==> src/rtl/cpu_bus_pkg.sv <==
package cpu_bus_pkg;

   typedef enum logic [2:0] {
      ST_IDLE = 3'd0,
      ST_T1   = 3'd1,
      ST_T2   = 3'd2,
      ST_TWA  = 3'd3,
      ST_TW   = 3'd4,
      ST_T3   = 3'd5
   } bus_state_e;

   typedef struct packed {
      logic io;
      logic wr;
   } cyc_kind_t;

endpackage

==> src/rtl/cpu_bus_fsm.sv <==
module cpu_bus_fsm
   import cpu_bus_pkg::*;
#(
   parameter int IO_AUTO_WAITS = 1
)(
   input  logic       clk,
   input  logic       rst_n,
   input  logic       start,
   input  logic       cyc_io,
   input  logic       wait_n,
   output bus_state_e state,
   output logic       to_final
);

   bus_state_e nxt;
   logic       auto_last;

   if (IO_AUTO_WAITS < 1) begin : g_bad_auto
      $error("IO_AUTO_WAITS must be at least 1");
   end

   if (IO_AUTO_WAITS == 1) begin : g_auto_single
      assign auto_last = 1'b1;
   end else begin : g_auto_count
      localparam int CW = $clog2(IO_AUTO_WAITS);
      localparam logic [CW-1:0] LAST = CW'(IO_AUTO_WAITS - 1);
      logic [CW-1:0] cnt;
      always_ff @(posedge clk or negedge rst_n) begin
         if (!rst_n)                 cnt <= '0;
         else if (state != ST_TWA)   cnt <= '0;
         else if (cnt != LAST)       cnt <= cnt + 1'b1;
      end
      assign auto_last = (cnt == LAST);
   end

   always_comb begin
      nxt = state;
      unique case (state)
         ST_IDLE: nxt = start ? ST_T1 : ST_IDLE;
         ST_T1:   nxt = ST_T2;
         ST_T2:   nxt = cyc_io ? ST_TWA : (wait_n ? ST_T3 : ST_TW);
         ST_TWA:  nxt = auto_last ? (wait_n ? ST_T3 : ST_TW) : ST_TWA;
         ST_TW:   nxt = wait_n ? ST_T3 : ST_TW;
         ST_T3:   nxt = ST_IDLE;
         default: nxt = ST_IDLE;
      endcase
   end

   always_ff @(posedge clk or negedge rst_n) begin
      if (!rst_n) state <= ST_IDLE;
      else        state <= nxt;
   end

   assign to_final = (state != ST_T3) && (nxt == ST_T3);

   AST_MEM_STALL_EXTENDS: assert property (@(posedge clk) disable iff (!rst_n)
      (state == ST_T2 && !cyc_io && !wait_n) |=> (state == ST_TW));
   AST_IO_AUTO_WAIT: assert property (@(posedge clk) disable iff (!rst_n)
      (state == ST_T2 && cyc_io) |=> (state == ST_TWA));
   AST_FINAL_TO_IDLE: assert property (@(posedge clk) disable iff (!rst_n)
      (state == ST_T3) |=> (state == ST_IDLE));

endmodule

==> src/rtl/cpu_bus_req_reg.sv <==
module cpu_bus_req_reg
   import cpu_bus_pkg::*;
#(
   parameter int ADDR_W = 16,
   parameter int DATA_W = 8,
   parameter int PORT_W = 8
)(
   input  logic              clk,
   input  logic              rst_n,
   input  logic              load,
   input  logic [1:0]        kind_in,
   input  logic [ADDR_W-1:0] addr_in,
   input  logic [DATA_W-1:0] wdata_in,
   input  logic              hi_sel,
   input  logic [DATA_W-1:0] acc_in,
   input  logic [DATA_W-1:0] breg_in,
   output cyc_kind_t         kind,
   output logic [ADDR_W-1:0] addr,
   output logic [DATA_W-1:0] wdata
);

   localparam int HI_W = ADDR_W - PORT_W;

   if (PORT_W < 1 || HI_W < 1) begin : g_bad_split
      $error("address must be wider than the port field");
   end

   logic [DATA_W-1:0] hi_reg;
   logic [HI_W-1:0]   hi_fit;
   logic [ADDR_W-1:0] io_addr;

   assign hi_reg = hi_sel ? breg_in : acc_in;

   if (HI_W >= DATA_W) begin : g_hi_pad
      assign hi_fit = HI_W'(hi_reg);
   end else begin : g_hi_trunc
      assign hi_fit = hi_reg[HI_W-1:0];
   end

   assign io_addr = {hi_fit, addr_in[PORT_W-1:0]};

   always_ff @(posedge clk or negedge rst_n) begin
      if (!rst_n) begin
         kind  <= '0;
         addr  <= '0;
         wdata <= '0;
      end else if (load) begin
         kind  <= cyc_kind_t'(kind_in);
         addr  <= kind_in[1] ? io_addr : addr_in;
         wdata <= wdata_in;
      end
   end

endmodule

==> src/rtl/cpu_bus_strobes.sv <==
module cpu_bus_strobes
   import cpu_bus_pkg::*;
(
   input  logic       clk,
   input  logic       rst_n,
   input  bus_state_e state,
   input  cyc_kind_t  kind,
   output logic       mreq_n,
   output logic       iorq_n,
   output logic       rd_n,
   output logic       wr_n,
   output logic       dout_en
);

   logic from_t1, from_t2, busy;

   assign from_t1 = (state == ST_T1) || from_t2;
   assign from_t2 = (state == ST_T2) || (state == ST_TWA) || (state == ST_TW);
   assign busy    = (state != ST_IDLE);

   always_comb begin
      mreq_n  = !(!kind.io && from_t1);
      iorq_n  = !( kind.io && from_t2);
      rd_n    = !(!kind.wr && (kind.io ? from_t2 : from_t1));
      wr_n    = !( kind.wr && from_t2);
      dout_en = kind.wr && busy;
   end

   AST_REQ_EXCLUSIVE: assert property (@(posedge clk) disable iff (!rst_n)
      !(!mreq_n && !iorq_n));
   AST_RW_EXCLUSIVE: assert property (@(posedge clk) disable iff (!rst_n)
      !(!rd_n && !wr_n));

endmodule

==> src/rtl/cpu_bus_seq.sv <==
module cpu_bus_seq
   import cpu_bus_pkg::*;
#(
   parameter int ADDR_W        = 16,
   parameter int DATA_W        = 8,
   parameter int PORT_W        = 8,
   parameter int IO_AUTO_WAITS = 1
)(
   input  logic              clk,
   input  logic              rst_n,
   input  logic              req_valid,
   input  logic [1:0]        req_kind,
   input  logic [ADDR_W-1:0] req_addr,
   input  logic [DATA_W-1:0] req_wdata,
   input  logic              req_hi_sel,
   input  logic [DATA_W-1:0] req_acc,
   input  logic [DATA_W-1:0] req_breg,
   output logic              req_ready,
   output logic              rsp_done,
   output logic [DATA_W-1:0] rsp_rdata,
   output logic [ADDR_W-1:0] bus_addr,
   output logic [DATA_W-1:0] bus_dout,
   output logic              bus_dout_en,
   input  logic [DATA_W-1:0] bus_din,
   output logic              mreq_n,
   output logic              iorq_n,
   output logic              rd_n,
   output logic              wr_n,
   input  logic              wait_n
);

   bus_state_e state;
   cyc_kind_t  kind;
   logic       start, to_final;

   assign req_ready = (state == ST_IDLE);
   assign start     = req_valid && req_ready;
   assign rsp_done  = (state == ST_T3);

   cpu_bus_req_reg #(
      .ADDR_W (ADDR_W),
      .DATA_W (DATA_W),
      .PORT_W (PORT_W)
   ) u_req (
      .clk      (clk),
      .rst_n    (rst_n),
      .load     (start),
      .kind_in  (req_kind),
      .addr_in  (req_addr),
      .wdata_in (req_wdata),
      .hi_sel   (req_hi_sel),
      .acc_in   (req_acc),
      .breg_in  (req_breg),
      .kind     (kind),
      .addr     (bus_addr),
      .wdata    (bus_dout)
   );

   cpu_bus_fsm #(
      .IO_AUTO_WAITS (IO_AUTO_WAITS)
   ) u_fsm (
      .clk      (clk),
      .rst_n    (rst_n),
      .start    (start),
      .cyc_io   (kind.io),
      .wait_n   (wait_n),
      .state    (state),
      .to_final (to_final)
   );

   cpu_bus_strobes u_strb (
      .clk     (clk),
      .rst_n   (rst_n),
      .state   (state),
      .kind    (kind),
      .mreq_n  (mreq_n),
      .iorq_n  (iorq_n),
      .rd_n    (rd_n),
      .wr_n    (wr_n),
      .dout_en (bus_dout_en)
   );

   always_ff @(posedge clk or negedge rst_n) begin
      if (!rst_n)                     rsp_rdata <= '0;
      else if (to_final && !kind.wr)  rsp_rdata <= bus_din;
   end

   AST_DONE_SINGLE: assert property (@(posedge clk) disable iff (!rst_n)
      rsp_done |=> !rsp_done);
   AST_STROBES_OFF_AT_END: assert property (@(posedge clk) disable iff (!rst_n)
      rsp_done |-> (mreq_n && iorq_n && rd_n && wr_n));
   AST_ADDR_HELD: assert property (@(posedge clk) disable iff (!rst_n)
      (!req_ready && !$past(req_ready)) |-> $stable(bus_addr));
   AST_IOREQ_MIN_TWO: assert property (@(posedge clk) disable iff (!rst_n)
      $fell(iorq_n) |=> (!iorq_n && !rsp_done));
   AST_BUSY_NOT_READY: assert property (@(posedge clk) disable iff (!rst_n)
      (!mreq_n || !iorq_n) |-> !req_ready);

endmodule

==> config.mk <==
export PLATFORM = sky130hd
export DESIGN_NAME = cpu_bus_seq
export DESIGN_NICKNAME = d
export VERILOG_FILES = /design/src/rtl/cpu_bus_pkg.sv /design/src/rtl/cpu_bus_fsm.sv /design/src/rtl/cpu_bus_req_reg.sv /design/src/rtl/cpu_bus_strobes.sv /design/src/rtl/cpu_bus_seq.sv
export SDC_FILE = /design/constraint.sdc
export NUM_CORES = 1
export LEC_CHECK = 0
export BUFFER_PORTS_ARGS = -buffer_cell sky130_fd_sc_hd__buf_2
export CAP_MARGIN = 20
export CORE_MARGIN = 5
export CORE_UTILIZATION = 34
export CTS_CLUSTER_DIAMETER = 30
export DETAILED_ROUTE_END_ITERATION = 16
export PLACE_DENSITY = 0.66
export SLEW_MARGIN = 10
export SYNTH_ARGS = -nofsm -noshare
export SYNTH_HDL_FRONTEND = slang
export SYNTH_SLANG_ARGS = --single-unit
==> constraint.sdc <==
create_clock -name clk -period 4.1 [get_ports clk]
set_input_delay 0.205 -clock clk [delete_from_list [all_inputs] [get_ports clk]]
set_output_delay 0.205 -clock clk [all_outputs]
set_load 0.02 [all_outputs]
==> impl_results.md <==
- Status: completed
- First-pass GRT wire length: 6620 um
- Yosys Warn Count: 0
- Sequential power share: between 30% and 40%
- Crit. End Element: flop
- Congestion Overflow GR: 0
- Crit path DAT: ~2.3 ns
- Worst Tran Pin Value: 0.799 ns
- Fmax: 476 MHz
- Syn_area_per_cell: between 9 and 10 sq um
- Sw frac: a little over two fifths
- CP required: 4.27 ns
- Post-CTS sizing: 0
- Post-DP HPWL: 3140 um
- Starting DRC count in detailed routing: 37
- Starting density of the core: between 30% and 40%
- Clk slew on worst S/H paths: roughly 0.070 ns
- Worst Clk Skew: ~0.0048 ns
- WL/cell: about 12 um
- TritonCTS clock tree: yes
- Total vias in the final route: roughly 1500
- Setup crit start kind: flop
- Max cap viols: 0
- EDFF count, synth: 0
- Port-buffer cells: 93
- Min Tclk post-route: roughly 2.1 ns
- Post-synthesis sequential area ratio: 55.1%
- Setup TNS: 0 ns
- Post-synth top area cell: dfrtp_1
- Final hold violation count: 0
- Crit path max-delay family: simple AND/OR/NAND/NOR gates
- Post-CTS Setup Inserts: 0
- NetSw: 0.000768 W
- Core ar.: between 0.004 and 0.005 sq mm
- Worst Path Buf+Inv: 0
- FP Rows: 25
- Clock share of power: 13.5%
- DRC: 0
- Final core occ: 48.6%
- Via density: around 4.4
- Relative slew slack: roughly 47%
- Max FO, Critical Path: 10
- Top cell type's share of synthesized area: 55.1%
- Deepest clock path buffer count: 2
- Share of layout cells above drive strength 1: 42.2%
- Final Cycle Share: between 50% and 60%
- DR pass1 iterations: 4
- Die height: about 80 um
- #FFs+latches synth: 37
- Reg2reg path depth: 4
- Syn Std Cell Area: ~0.0017 sq mm
- Worst flop-to-flop path endpoint: rsp_rdata[0]$_DFFE_PN0P_
- Max-slew violations: 0
- CTS H-tree lvls: 2
- Hold Buf Count CTS: 0
- Num Clock Sinks: 37
- Net Count, Synth: between 200 and 250
- Initial antenna violation count: 0
- GRT Overall Usage: between 10% and 20%
- Vias in the first global route: about 1500
- Synth top area cells: dfrtp_1 55%, nand2_1 16%, mux2i_1 5.4%
- Die Area: around 0.0065 sq mm
- Mapped Cells: around 180
- Power Total: about 0.0018 W
- Asr flop ratio synth: 100%
- Slowest stage delay, CP: around 0.52 ns
- Layout area overhead: 37.3%
- Crit-path cells: or3b_4 > o21a_4 > nor4b_4 > mux2_2
- Die width: about 80 um
- Hold WS: between 0.008 and 0.009 ns
- Total clock buffers created by CTS: 5
- Slowest-stage cell, CP: nor4b_4
- RR Startpoint: u_fsm.state[1]$_DFF_PN0_
- Nets: around 320
- Routed wire length: 4120 um
- Worst skew pair latency: between 0.2 and 0.3 ns
- Crit Path Category: reg2reg
- Root Buffer: clkbuf_8
- Internal Power: ~0.0010 W
- GP Congestion: roughly 0.8
- Synth unique cells: 24
- VDD IR max: between 300 and 400 uV
- Tightest Hold Check Type: in2async
- Antenna viol nets, final: 0
- Setup violators final: 0
- Comb power frac: between 40% and 50%
- Pin count of the biggest net entering global routing: 38
- Top cells by count, synth: 73 x nand2_1, 37 x dfrtp_1, 17 x o21ai_0
- Io pins: between 90 and 100
- Cell with the most instances after synthesis: nand2_1
- Ys flop type: dfrtp_1
- Leak: 1.27 nW
- Diodes inserted: 0
- Register-to-register setup slack: ~2.0 ns
- RSZ-0062 raised after global routing: no
- Power Density: 768 mW/mm^2
## power groups by stage
stage / sequential (W) / clock [W] / combinational (W)
final: 0.000655 / 0.000240 / 0.000878
after detailed placement: 0.000660 / 0 / 0.000867
after floorplan: 0.000830 / 0 / 0.000410
after global placement: 0.000657 / 0 / 0.000852
after CTS: 0.000656 / 0.000252 / 0.000866
after global routing: 0.000683 / 0.000267 / 0.000965
## stage by stage
stage	cells	worst slack [ns]	cell area [sq um]
6_report	337	2.00	2310
5_1_grt	337	1.85	2310
4_1_cts	335	1.98	2270
3_5_place_dp	327	1.99	2190
3_3_place_gp	327	2.01	2190
2_1_floorplan	177	2.14	1680
## cell type report
cell class | count | area (sq um)
Clock inverter | 2 | 10.0
Inverter | 2 | 7.51
Timing Repair Buffer | 95 | 504
Sequential cell | 37 | 926
Tap cell | 67 | 83.8
Multi-Input combinational cell | 128 | 704
Clock buffer | 6 | 72.6
Fill cell | 486 | 2450
## how the worst max path moves through the flow
stage | from | end | slack (ns) | cells past startpoint
detailed placement | u_fsm.state[1]$_DFF_PN0_ | rsp_rdata[4]$_DFFE_PN0P_ | 1.99 | 4
floorplan | u_fsm.state[1]$_DFF_PN0_ | rsp_rdata[0]$_DFFE_PN0P_ | 2.14 | 5
CTS | u_fsm.state[1]$_DFF_PN0_ | rsp_rdata[4]$_DFFE_PN0P_ | 1.98 | 4
global placement | u_fsm.state[1]$_DFF_PN0_ | rsp_rdata[7]$_DFFE_PN0P_ | 2.01 | 4
global route | u_fsm.state[1]$_DFF_PN0_ | rsp_rdata[5]$_DFFE_PN0P_ | 1.85 | 4
finish | u_fsm.state[1]$_DFF_PN0_ | rsp_rdata[0]$_DFFE_PN0P_ | 2.00 | 4
## cell usage in the layout (no fill, tap or decap), types with 2 or more instances in the layout
cell type  Yosys  final
inv_1          2      2
mux2i_1        9      9
clkinv_2       0      2
mux2_2         8      8
dfrtp_1       37     37
clkbuf_8       0      5
o21ai_0       17     17
nand2_1       73     73
nor2b_1        3      3
nand2b_1       3      3
buf_2          0     93
nor2_1         2      2
## cells by family after synthesis
family          share of synthesized area (%)
compound gates                           7.96
buf+inv                                  3.35
flops                                    55.1
mux                                      10.7
simple gates                             22.9
## flip-flops by register name, indices dropped and copies added, names as in the netlist
register	cells
u_req.addr	16
rsp_rdata	8
u_req.kind	2
u_fsm.state	3
u_req.wdata	8
## routing by layer
layer / track usage [%] / part of all wire, % / up-vias
li1: - / - / 761
met1: 15.9 / 42 / 663
met2: 22.2 / 50 / 50
met3: 3.36 / 6.1 / 10
met4: 4.90 / 1.9 / 0
met5: 0 / 0 / -
Power figures use the tool's default switching activity.
